[config.mk]
export PLATFORM = sky130hd
export DESIGN_NAME = sar_adc_ctrl
export DESIGN_NICKNAME = d
export VERILOG_FILES = /design/src/rtl/sar_pkg.sv /design/src/rtl/sar_seq.sv /design/src/rtl/sar_regs.sv /design/src/rtl/sar_adc_ctrl.sv
export SDC_FILE = /design/constraint.sdc
export NUM_CORES = 1
export LEC_CHECK = 0
export ABC_AREA = 0
export BUFFER_PORTS_ARGS = -buffer_cell sky130_fd_sc_hd__buf_2
export CELL_PAD_IN_SITES_DETAIL_PLACEMENT = 2
export CELL_PAD_IN_SITES_GLOBAL_PLACEMENT = 2
export CORE_UTILIZATION = 29
export DETAILED_ROUTE_END_ITERATION = 8
export GPL_TIMING_DRIVEN = 0
export PLACE_DENSITY_LB_ADDON = 0.3
export SLEW_MARGIN = 20
export SYNTH_ARGS = -nofsm -noshare
export SYNTH_HDL_FRONTEND = slang
export SYNTH_SLANG_ARGS = --single-unit
[constraint.sdc]
create_clock -name clk -period 1.9 [get_ports clk]
set_input_delay 0.095 -clock clk [delete_from_list [all_inputs] [get_ports clk]]
set_output_delay 0.095 -clock clk [all_outputs]
set_load 0.005 [all_outputs]
[src/rtl/sar_pkg.sv]
package sar_pkg;
    localparam int DATA_W   = 8;
    localparam int EN_BIT   = 6;
    localparam int CH_LSB   = 2;
    localparam int GO_BIT   = 1;
    localparam int DONE_BIT = 0;
    localparam logic [DATA_W-1:0] CTL_WMASK = 8'h4C;

    typedef enum logic [1:0] {
        PH_IDLE    = 2'd0,
        PH_SAMPLE  = 2'd1,
        PH_RESOLVE = 2'd2
    } phase_e;
endpackage

[src/rtl/sar_seq.sv]
module sar_seq
    import sar_pkg::*;
#(
    parameter int RES_W      = 8,
    parameter int CH_W       = 2,
    parameter int SAMPLE_CYC = 4,
    parameter int MAX_CYC    = 120
) (
    input  logic             clk,
    input  logic             rst_n,
    input  logic             start_i,
    input  logic [CH_W-1:0]  chan_i,
    input  logic             cmp_i,
    output logic             busy_o,
    output logic             done_o,
    output logic [RES_W-1:0] result_o,
    output logic [RES_W-1:0] trial_o,
    output logic             sh_o,
    output logic [CH_W-1:0]  mux_o
);
    localparam int IDX_W = $clog2(RES_W);
    localparam int CNT_W = $clog2(SAMPLE_CYC + 1);
    localparam int LAT_W = $clog2(MAX_CYC + 2);

    typedef struct packed {
        phase_e           ph;
        logic [CNT_W-1:0] cnt;
        logic [IDX_W-1:0] idx;
        logic [RES_W-1:0] acc;
        logic [CH_W-1:0]  ch;
    } seq_t;

    seq_t st_d, st_q;
    logic [RES_W-1:0] bit_mask;
    logic [RES_W-1:0] trial;
    logic             done;

    always_comb begin
        st_d     = st_q;
        done     = 1'b0;
        bit_mask = {{(RES_W-1){1'b0}}, 1'b1} << st_q.idx;
        trial    = st_q.acc | bit_mask;
        case (st_q.ph)
            PH_IDLE: begin
                if (start_i) begin
                    st_d.ph  = PH_SAMPLE;
                    st_d.cnt = CNT_W'(SAMPLE_CYC - 1);
                    st_d.ch  = chan_i;
                    st_d.acc = '0;
                end
            end
            PH_SAMPLE: begin
                if (st_q.cnt == '0) begin
                    st_d.ph  = PH_RESOLVE;
                    st_d.idx = IDX_W'(RES_W - 1);
                end else begin
                    st_d.cnt = st_q.cnt - 1'b1;
                end
            end
            PH_RESOLVE: begin
                if (cmp_i) st_d.acc = trial;
                if (st_q.idx == '0) begin
                    st_d.ph = PH_IDLE;
                    done    = 1'b1;
                end else begin
                    st_d.idx = st_q.idx - 1'b1;
                end
            end
            default: st_d.ph = PH_IDLE;
        endcase
    end

    always_ff @(posedge clk or negedge rst_n) begin
        if (!rst_n) begin
            st_q <= '{ph: PH_IDLE, cnt: '0, idx: '0, acc: '0, ch: '0};
        end else begin
            st_q <= st_d;
        end
    end

    assign busy_o   = (st_q.ph != PH_IDLE);
    assign done_o   = done;
    assign result_o = st_d.acc;
    assign trial_o  = (st_q.ph == PH_RESOLVE) ? trial : st_q.acc;
    assign sh_o     = (st_q.ph == PH_SAMPLE);
    assign mux_o    = busy_o ? st_q.ch : chan_i;

    // Cycle counter for the latency bound
    logic [LAT_W-1:0] lat_q;
    always_ff @(posedge clk or negedge rst_n) begin
        if (!rst_n)      lat_q <= '0;
        else if (busy_o) lat_q <= lat_q + 1'b1;
        else             lat_q <= '0;
    end

    assert_latency_bound_R11: assert property (@(posedge clk) disable iff (!rst_n)
        busy_o |-> (lat_q < LAT_W'(MAX_CYC)))
        else $error("conversion exceeds cycle bound");

    assert_mux_held_R3: assert property (@(posedge clk) disable iff (!rst_n)
        (busy_o && $past(busy_o)) |-> $stable(mux_o))
        else $error("mux select moved during conversion");

    assert_msb_first_R8: assert property (@(posedge clk) disable iff (!rst_n)
        (st_q.ph == PH_RESOLVE && st_q.idx != '0) |=>
            (st_q.ph == PH_RESOLVE && st_q.idx == $past(st_q.idx) - 1'b1))
        else $error("trial order broken");

    assert_sample_to_resolve_R8: assert property (@(posedge clk) disable iff (!rst_n)
        ($fell(sh_o) && busy_o) |-> (st_q.idx == IDX_W'(RES_W - 1)))
        else $error("resolve did not begin at top bit");
endmodule

[src/rtl/sar_regs.sv]
module sar_regs
    import sar_pkg::*;
#(
    parameter int ADDR_W = 8,
    parameter int CH_W   = 2,
    parameter logic [ADDR_W-1:0] CTL_ADDR = 8'hEC,
    parameter logic [ADDR_W-1:0] RES_ADDR = 8'hED
) (
    input  logic              clk,
    input  logic              rst_n,
    input  logic              wr_i,
    input  logic [ADDR_W-1:0] addr_i,
    input  logic [DATA_W-1:0] wdata_i,
    input  logic              irq_clr_i,
    input  logic              busy_i,
    input  logic              done_i,
    input  logic [DATA_W-1:0] result_i,
    output logic [DATA_W-1:0] rdata_o,
    output logic              start_o,
    output logic [CH_W-1:0]   chan_o,
    output logic              irq_o
);
    typedef struct packed {
        logic [DATA_W-1:0] ctl;
        logic              go;
        logic [DATA_W-1:0] res;
        logic              irq;
    } reg_t;

    reg_t r_d, r_q;
    logic ctl_wr;
    logic start;

    always_comb begin
        ctl_wr = wr_i && (addr_i == CTL_ADDR);
        start  = ctl_wr && wdata_i[EN_BIT] && wdata_i[GO_BIT] && !busy_i;
        r_d    = r_q;
        if (ctl_wr) r_d.ctl = wdata_i & CTL_WMASK;
        r_d.go = start;
        if (done_i) r_d.res = result_i;
        if (done_i)         r_d.irq = 1'b1;
        else if (irq_clr_i) r_d.irq = 1'b0;
    end

    always_ff @(posedge clk or negedge rst_n) begin
        if (!rst_n) begin
            r_q <= '{ctl: '0, go: 1'b0, res: '0, irq: 1'b0};
        end else begin
            r_q <= r_d;
        end
    end

    always_comb begin
        if (addr_i == CTL_ADDR)
            rdata_o = r_q.ctl | {{(DATA_W-2){1'b0}}, r_q.go, !busy_i};
        else if (addr_i == RES_ADDR)
            rdata_o = r_q.res;
        else
            rdata_o = '0;
    end

    assign start_o = start;
    assign chan_o  = ctl_wr ? wdata_i[CH_LSB +: CH_W] : r_q.ctl[CH_LSB +: CH_W];
    assign irq_o   = r_q.irq;

    assert_go_self_clear_R4: assert property (@(posedge clk) disable iff (!rst_n)
        r_q.go |=> !r_q.go)
        else $error("start bit held longer than one cycle");

    assert_disabled_start_R5: assert property (@(posedge clk) disable iff (!rst_n)
        (ctl_wr && !wdata_i[EN_BIT]) |=> !r_q.go)
        else $error("start accepted while disabled");

    assert_irq_on_done_R9: assert property (@(posedge clk) disable iff (!rst_n)
        done_i |=> r_q.irq)
        else $error("interrupt not raised at completion");

    assert_result_hold_R9: assert property (@(posedge clk) disable iff (!rst_n)
        !done_i |=> $stable(r_q.res))
        else $error("result changed without completion");

    assert_irq_clear_R10: assert property (@(posedge clk) disable iff (!rst_n)
        (irq_clr_i && !done_i) |=> !r_q.irq)
        else $error("interrupt clear ignored");
endmodule

[src/rtl/sar_adc_ctrl.sv]
module sar_adc_ctrl
    import sar_pkg::*;
#(
    parameter int ADDR_W     = 8,
    parameter int CH_W       = 2,
    parameter int SAMPLE_CYC = 4,
    parameter int MAX_CYC    = 120,
    parameter logic [ADDR_W-1:0] CTL_ADDR = 8'hEC,
    parameter logic [ADDR_W-1:0] RES_ADDR = 8'hED
) (
    input  logic              clk,
    input  logic              rst_n,
    input  logic              bus_wr,
    input  logic [ADDR_W-1:0] bus_addr,
    input  logic [DATA_W-1:0] bus_wdata,
    output logic [DATA_W-1:0] bus_rdata,
    input  logic              irq_clr,
    output logic              irq_flag,
    output logic [CH_W-1:0]   mux_sel,
    output logic              sh_strobe,
    output logic [DATA_W-1:0] trial_code,
    input  logic              cmp_in
);
    logic              start;
    logic [CH_W-1:0]   chan;
    logic              busy;
    logic              done;
    logic [DATA_W-1:0] result;

    sar_regs #(
        .ADDR_W(ADDR_W), .CH_W(CH_W), .CTL_ADDR(CTL_ADDR), .RES_ADDR(RES_ADDR)
    ) u_regs (
        .clk(clk), .rst_n(rst_n), .wr_i(bus_wr), .addr_i(bus_addr),
        .wdata_i(bus_wdata), .irq_clr_i(irq_clr), .busy_i(busy), .done_i(done),
        .result_i(result), .rdata_o(bus_rdata), .start_o(start), .chan_o(chan),
        .irq_o(irq_flag)
    );

    sar_seq #(
        .RES_W(DATA_W), .CH_W(CH_W), .SAMPLE_CYC(SAMPLE_CYC), .MAX_CYC(MAX_CYC)
    ) u_seq (
        .clk(clk), .rst_n(rst_n), .start_i(start), .chan_i(chan), .cmp_i(cmp_in),
        .busy_o(busy), .done_o(done), .result_o(result), .trial_o(trial_code),
        .sh_o(sh_strobe), .mux_o(mux_sel)
    );
endmodule

==> results.toml, run 1 <==
[global_routing]
via_count_of_the_first_global_routing_pass = 1561
grt_util_all_layers_pct = 16.4
grt_overflow_total = 0
grt_start_max_net_pins = 32
global_route_met1_usage_pct = 22.0
grt-busiest-layer = "met2"
first_pass_grt_wire_length_mm = 7.90
grtUsageMet3_pct = 3.18
grt_use_met2_pct = 26.4
antenna_found_initial = 0

[finish]
syn2layout_area_growth_pct = 23.7
finish.instance_area_um2 = 2200
antenna_cells = 0
final_layout_size_suffix_gt1_share_pct = 33.5
finish.utilization_pct = 37.1
final_net_count = 260

[hold_path]
hold_class = "input port to flip-flop"
min_delay_path_depth = 2
min-delay-start = "bus_wdata[2]"
whs_endpoint = "u_seq.st_q[0]$_DFFE_PN0P_"

[floorplan]
die_w_um = 80.3
core-area_um2 = 5920
die-height_um = 80.3
initial_utilization_pct = 30.0
die_area_um2 = 6440
std_cell_rows = 28
design.portCount = 41

[timing]
setup_slack_ns = 0.119
final.period_utilization_pct = 93.7
finalSetupTns_ns = 0
maxSlewViolCount = 0
report.final.setup_viol = 0
max_slew_margin_pct = 49.7
maxClockFrequency_mhz = 562
finalHoldViolCount = 0
rsz0062_at_grt = "yes"
clock-skew-final_ns = 0.00447
hold_slack_ns = 0.0677
finalWorstPathRequiredPeriod_ns = 1.78
worst_margin_pin_slew_ns = 0.755

[logic_synthesis]
ys_seq_elements = 31
syn-cell-area_um2 = 1780
synth_warnings = 0
yosysSeqAreaShare_pct = 43.7
synth_area_leaders = "sky130_fd_sc_hd__dfrtp_1 44%, sky130_fd_sc_hd__ha_1 7.0%, sky130_fd_sc_hd__a21oi_1 4.8%"
postSynthAreaPerCell_um2 = 9.76
synth_nets = 213
yosys.cell_types.count = 34
netlist.top_cell.by_area = "sky130_fd_sc_hd__dfrtp_1"
synth_top_area_share_pct = 43.7
syn_inst = 182

[placement]
placedInstanceArea_um2 = 2050
numPortBuffers = 35
post_detailed_placement_half_perimeter_wirelength_mm = 3.50
place.gp.congestion = 0.715
place_worst_setup_slack_ns = -0.189

[setup_path]
r2r_start = "u_seq.st_q[16]$_DFFE_PN0P_"
rrSetupSlack_ns = 0.14
startpoint_type = "flip-flop"
critical_path.max_fanout = 10
end_kind = "output port"
crit-reg2reg-capture = "u_seq.st_q[0]$_DFFE_PN0P_"
worstPathArrival_ns = 1.69
setup.worst_path.class = "flip-flop to output port"
timing.reg2reg.worst_path_depth = 6
worstPathRequired_ns = 1.80
critPathLaunch = "u_seq.st_q[16]$_DFFE_PN0P_"

[cts]
cts_sinks = 31
clkLatencyLatePin_ns = 0.28
cts-root-buf = "sky130_fd_sc_hd__clkbuf_8"
tritoncts.num_buffers = 5
max-clock-path-buffers = 2
tritoncts_clock_tree = "built"
cts_htree_levels = 2
clk_pin_slew_worst_paths_ns = 0.07

[run]
max-cap-violations = 0

[power]
p_leak_uw = 0.00114
cellPowerDensity_nw_per_um2 = 806
vdd_drop_max_mv = 0.441

[run_status]
outcome = "finished, final reports clean"

[detailed_routing]
firstDrtPassIters = 4
final_antenna_net_count = 0
drt-wirelength-per-cell_um = 16.2
number_of_vias_per_cell = 4.98
wirelength_mm = 4.94
drt_iter0_drc = 21
detailroute.via_count = 1518
drc = 0
[timing repair]
item / in CTS / in global routing
hold buffers: 2 / 0
pin swaps: 0 / 1
endpoints found under the hold margin: 32 / 0
gates resized for setup: 6 / 4
setup buffers: 2 / 4
setup endpoints to repair: 25 / 20
[worst max-delay path: stages (launching register included)]
cell and delay, ns:
sky130_fd_sc_hd__dfrtp_1 0.41, sky130_fd_sc_hd__inv_1 0.09, sky130_fd_sc_hd__ha_1 0.33, sky130_fd_sc_hd__clkbuf_4 0.28
sky130_fd_sc_hd__a31o_2 0.18, sky130_fd_sc_hd__buf_2 0.11
[sequential cells by signal, summed over array words and instances, names as in the netlist]
signal and flops:
u_regs.irq_o 1, u_regs.r_q 12, u_seq.st_q 18
[per-stage QoR]
step,std cells,power (µW)
after floorplan,182,1100
after global placement,292,1240
after detailed placement,292,1260
after CTS,302,1800
after global routing,305,1890
final,305,1770
[kinds of logic (layout without fill, tap and decap cells)]
family / Yosys count / count (layout) / share of synthesized area, %
AND/OR/NAND/NOR: 54 / 54 / 16.6
AO/OA/AOI/OAI: 52 / 52 / 18.3
flip-flops: 31 / 31 / 43.7
buffers and inverters: 21 / 69 / 5.49
multiplexers: 14 / 14 / 8.87
adder cells (fa/ha/maj): 10 / 10 / 7.04
[power by group]
| part | total, µW | switching [µW] | internal [µW] |
|---|---|---|---|
| Clock | 516 | 265 | 251 |
| Sequential | 784 | 62.1 | 721 |
| Combinational | 472 | 288 | 184 |
| Total | 1770 | 615 | 1160 |
[worst max path at each step]
stage	end	slack, ns	cells past startpoint
after CTS	u_seq.st_q[0]$_DFFE_PN0P_	0.01	6
after floorplan	u_seq.st_q[0]$_DFFE_PN0P_	0.07	7
after detailed placement	u_seq.st_q[11]$_DFFE_PN0P_	-0.19	7
after global routing	trial_code[0]	-0.01	5
final	trial_code[6]	0.12	5
after global placement	u_seq.st_q[7]$_DFF_PN0_	-0.12	8
[cells in the final DEF, fill, tap and decap left out, types with 2 or more instances in the layout]
cell | Yosys | routed
sky130_fd_sc_hd__a21o_1 | 4 | 4
sky130_fd_sc_hd__a21oi_1 | 17 | 17
sky130_fd_sc_hd__a22oi_1 | 3 | 2
sky130_fd_sc_hd__a31o_2 | 4 | 4
sky130_fd_sc_hd__a31oi_1 | 2 | 2
sky130_fd_sc_hd__and3_2 | 3 | 3
sky130_fd_sc_hd__buf_2 | 0 | 35
sky130_fd_sc_hd__buf_4 | 1 | 6
sky130_fd_sc_hd__buf_6 | 2 | 2
sky130_fd_sc_hd__clkbuf_1 | 6 | 2
sky130_fd_sc_hd__clkbuf_8 | 0 | 5
sky130_fd_sc_hd__clkinv_2 | 0 | 3
sky130_fd_sc_hd__dfrtp_1 | 31 | 31
sky130_fd_sc_hd__dlygate4sd3_1 | 0 | 2
sky130_fd_sc_hd__ha_1 | 10 | 9
sky130_fd_sc_hd__inv_1 | 12 | 12
sky130_fd_sc_hd__mux2_2 | 6 | 6
sky130_fd_sc_hd__mux2_4 | 2 | 2
sky130_fd_sc_hd__mux2i_1 | 6 | 6
sky130_fd_sc_hd__nand2_1 | 13 | 13
sky130_fd_sc_hd__nand2b_1 | 4 | 4
sky130_fd_sc_hd__nand3_1 | 2 | 2
sky130_fd_sc_hd__nand3b_1 | 2 | 2
sky130_fd_sc_hd__nand4b_4 | 2 | 2
sky130_fd_sc_hd__nor2_1 | 20 | 19
sky130_fd_sc_hd__nor2b_1 | 2 | 2
sky130_fd_sc_hd__nor3_1 | 3 | 3
sky130_fd_sc_hd__o21ai_0 | 14 | 13
sky130_fd_sc_hd__o32ai_1 | 2 | 2
[metal layers]
layer  part of all wire, %  wire, µm  vias to the layer above
li1                      -         -                      728
met1                    49      2430                      753
met2                    46      2290                       32
met3                   3.5       172                        5
met4                  0.87        43                        0
met5                     0         0                        -
[synth_stat cells]
| cell type | n |
|---|---|
| sky130_fd_sc_hd__dfrtp_1 | 31 |
| sky130_fd_sc_hd__nor2_1 | 20 |
| sky130_fd_sc_hd__a21oi_1 | 17 |
| sky130_fd_sc_hd__o21ai_0 | 14 |
| sky130_fd_sc_hd__nand2_1 | 13 |
| sky130_fd_sc_hd__inv_1 | 12 |
| sky130_fd_sc_hd__ha_1 | 10 |
| sky130_fd_sc_hd__clkbuf_1 | 6 |
| sky130_fd_sc_hd__mux2_2 | 6 |
| sky130_fd_sc_hd__mux2i_1 | 6 |
| sky130_fd_sc_hd__a21o_1 | 4 |
| sky130_fd_sc_hd__a31o_2 | 4 |
| sky130_fd_sc_hd__nand2b_1 | 4 |
| sky130_fd_sc_hd__a22oi_1 | 3 |
| sky130_fd_sc_hd__and3_2 | 3 |
| sky130_fd_sc_hd__nor3_1 | 3 |
| sky130_fd_sc_hd__a31oi_1 | 2 |
| sky130_fd_sc_hd__buf_6 | 2 |
| sky130_fd_sc_hd__mux2_4 | 2 |
| sky130_fd_sc_hd__nand3_1 | 2 |
| sky130_fd_sc_hd__nand3b_1 | 2 |
| sky130_fd_sc_hd__nand4b_4 | 2 |
| sky130_fd_sc_hd__nor2b_1 | 2 |
| sky130_fd_sc_hd__o32ai_1 | 2 |
| sky130_fd_sc_hd__a211o_1 | 1 |
| sky130_fd_sc_hd__a221oi_1 | 1 |
| sky130_fd_sc_hd__and3_1 | 1 |
| sky130_fd_sc_hd__buf_4 | 1 |
| sky130_fd_sc_hd__o2111ai_1 | 1 |
| sky130_fd_sc_hd__o211ai_1 | 1 |
| sky130_fd_sc_hd__o22ai_1 | 1 |
| sky130_fd_sc_hd__o31ai_2 | 1 |
| sky130_fd_sc_hd__or2_2 | 1 |
| sky130_fd_sc_hd__or4_4 | 1 |
[final cells by class]
cell class                 instances  area [µm²]
buffer                             6        42.5
inverter                          12        45.0
timing repair buffer              43         240
multi-input combinational        130         917
clock inverter                     3        15.0
tap                               75        93.8
fill                             664        3720
sequential                        31         776
clock buffer                       5        68.8
(Power assumes the default switching activity.)
==> run 2: changes to the inputs <==
--- a/config.mk
+++ b/config.mk
@@ -10,8 +10,10 @@
 export CELL_PAD_IN_SITES_DETAIL_PLACEMENT = 2
 export CELL_PAD_IN_SITES_GLOBAL_PLACEMENT = 2
 export CORE_UTILIZATION = 29
+export CTS_CLUSTER_SIZE = 25
 export DETAILED_ROUTE_END_ITERATION = 8
 export GPL_TIMING_DRIVEN = 0
+export MAX_ROUTING_LAYER = met4
 export PLACE_DENSITY_LB_ADDON = 0.3
 export SLEW_MARGIN = 20
 export SYNTH_ARGS = -nofsm -noshare
==> run 2 against run 1 <==
  * Cell area stayed put
  * Register-to-register slack hardly changed
  * Sequential share of layout area unchanged
  * Utilization is the same
  * Sequential power barely moved
  * Critical path type unchanged
  * Critical endpoint unchanged
  * Largest cell class unchanged
==> results.toml, run 2 (same netlist as run 1, synthesis figures left out) <==
[finish]
multi_input_comb_area_um2 = 917
finish.instance_area_um2 = 2200
final_layout_size_suffix_gt1_share_pct = 33.5
syn2layout_area_growth_pct = 23.7
n_fill_cell = 664
layout.area.seq_um2 = 776
mostFrequentLayoutCell = "sky130_fd_sc_hd__buf_2"
finish.utilization_pct = 37.1
layout.cells.non_filler = 305
registers.top_by_ff_count = "u_seq.st_q"
antenna_cells = 0
most-common-layout-cells = "35 x sky130_fd_sc_hd__buf_2, 31 x sky130_fd_sc_hd__dfrtp_1, 19 x sky130_fd_sc_hd__nor2_1"
final_net_count = 260
largest_register_ff_count = 18

[floorplan]
die_w_um = 80.3
core-area_um2 = 5920
std_cell_rows = 28
initial_utilization_pct = 30.0
die-height_um = 80.3
design.portCount = 41
die_area_um2 = 6440

[placement]
numPortBuffers = 35
placedInstanceArea_um2 = 2050
place_worst_setup_slack_ns = -0.189
post_detailed_placement_half_perimeter_wirelength_mm = 3.50
place_inst = 292
place.gp.congestion = 0.724

[detailed_routing]
drt-wirelength-per-cell_um = 16.2
detailroute.via_count = 1518
wirelength_mm = 4.94
drc = 0
drt_iter0_drc = 21
number_of_vias_per_cell = 4.98
final_antenna_net_count = 0
firstDrtPassIters = 4

[power]
p_leak_uw = 0.00114
cellPowerDensity_nw_per_um2 = 806
vdd_drop_max_mv = 0.441

[timing]
max_slew_margin_pct = 49.3
clock-skew-final_ns = 0.00465
worst_margin_pin_slew_ns = 0.760
finalWorstPathRequiredPeriod_ns = 1.78
setup_slack_ns = 0.120
finalHoldViolCount = 0
final.period_utilization_pct = 93.7
maxSlewViolCount = 0
maxClockFrequency_mhz = 562
report.final.setup_viol = 0
rsz0062_at_grt = "yes"

[setup_path]
timing.reg2reg.worst_path_depth = 6
worstPathRequired_ns = 1.80
worstPathArrival_ns = 1.69
rrSetupSlack_ns = 0.14
end_kind = "output port"
startpoint_type = "flip-flop"
crit_path_end = "trial_code[6]"
critical_path.max_fanout = 10
r2r_start = "u_seq.st_q[16]$_DFFE_PN0P_"
crit-reg2reg-capture = "u_seq.st_q[0]$_DFFE_PN0P_"
cp_slowest_cell = "sky130_fd_sc_hd__dfrtp_1"
setup.worst_path.class = "flip-flop to output port"
critPathLaunch = "u_seq.st_q[16]$_DFFE_PN0P_"
cp_cell_sequence = "inv_1 -> ha_1 -> clkbuf_4 -> a31o_2 -> buf_2"
crit_path_max_incr_delay_ns = 0.41

[hold_path]
hold_class = "input port to flip-flop"

[global_routing]
grt_overflow_total = 0
antenna_found_initial = 0
grt_util_all_layers_pct = 16.8
via_count_of_the_first_global_routing_pass = 1562
grt_start_max_net_pins = 32
first_pass_grt_wire_length_mm = 7.89

[cts]
cts-root-buf = "sky130_fd_sc_hd__clkbuf_8"
cts_sinks = 31
clkLatencyLatePin_ns = 0.28
clk_pin_slew_worst_paths_ns = 0.07
cts_htree_levels = 2
tritoncts.num_buffers = 5
max-clock-path-buffers = 2
tritoncts_clock_tree = "built"

[run_status]
outcome = "finished, final reports clean"

[run]
max-cap-violations = 0
[run 2: per-layer routing]
metal,track usage [%],share of wire [%],vias to the layer above
met5,-,0,-
met4,4.82,0.83,0
met3,3.18,3.5,5
li1,-,-,728
met1,22.0,49,753
met2,26.4,46,32
[run 2: worst min-delay path by stage]
stage / slack, ns / endpoint / from / cells after the start
final: 0.07 / u_seq.st_q[0]$_DFFE_PN0P_ / bus_wdata[2] / 2
after floorplan: -0.20 / u_regs.irq_o$_DFFE_PN0P_ / rst_n / 0
after CTS: 0.06 / u_seq.st_q[1]$_DFFE_PN0P_ / bus_wdata[3] / 2
after detailed placement: 0.21 / u_seq.st_q[1]$_DFFE_PN0P_ / rst_n / 1
after global routing: 0.06 / u_seq.st_q[1]$_DFFE_PN0P_ / bus_wdata[3] / 2
after global placement: 0.22 / u_seq.st_q[15]$_DFFE_PN0P_ / rst_n / 1
[run 2: where the power goes]
group | switching [µW] | internal, µW
logic | 288 | 184
clock network | 265 | 251
registers | 62.1 | 721
[run 2: critical path: cells and delay by family (launching register included)]
| kind | cells | cell delay [ns] |
|---|---|---|
| AOI/OAI and AO/OA | 1 | 0.18 |
| adders and majority gates | 1 | 0.33 |
| buffers and inverters | 3 | 0.48 |
| DFF | 1 | 0.41 |
[run 2: what timing repair did]
action                                 in CTS  in global routing
hold buffers                                2                  0
endpoints found under the hold margin      32                  0
buffers inserted                            2                  4
pin swaps                                   0                  1
gates cloned                                0                  0
gates resized for setup                     6                  4
setup endpoints to repair                  25                 20
[run 2: layout make-up]
| class | instances | share of cell area (%) |
|---|---|---|
| multi-input combinational | 130 | 41.7 |
| tap | 75 | 4.27 |
| clock buffer | 5 | 3.13 |
| buffer | 6 | 1.94 |
| clock inverter | 3 | 0.683 |
| inverter | 12 | 2.05 |
| timing repair buffer | 43 | 10.9 |
| sequential | 31 | 35.3 |
[run 2: per-stage QoR]
step | total power (µW) | hold slack, ns | setup TNS, ns
floorplan | 1100 | -0.201 | 0
global placement | 1240 | 0.218 | -0.856
detailed placement | 1260 | 0.214 | -1.17
CTS | 1800 | 0.0579 | 0
global route | 1890 | 0.0592 | -0.0259
finish | 1770 | 0.0679 | 0
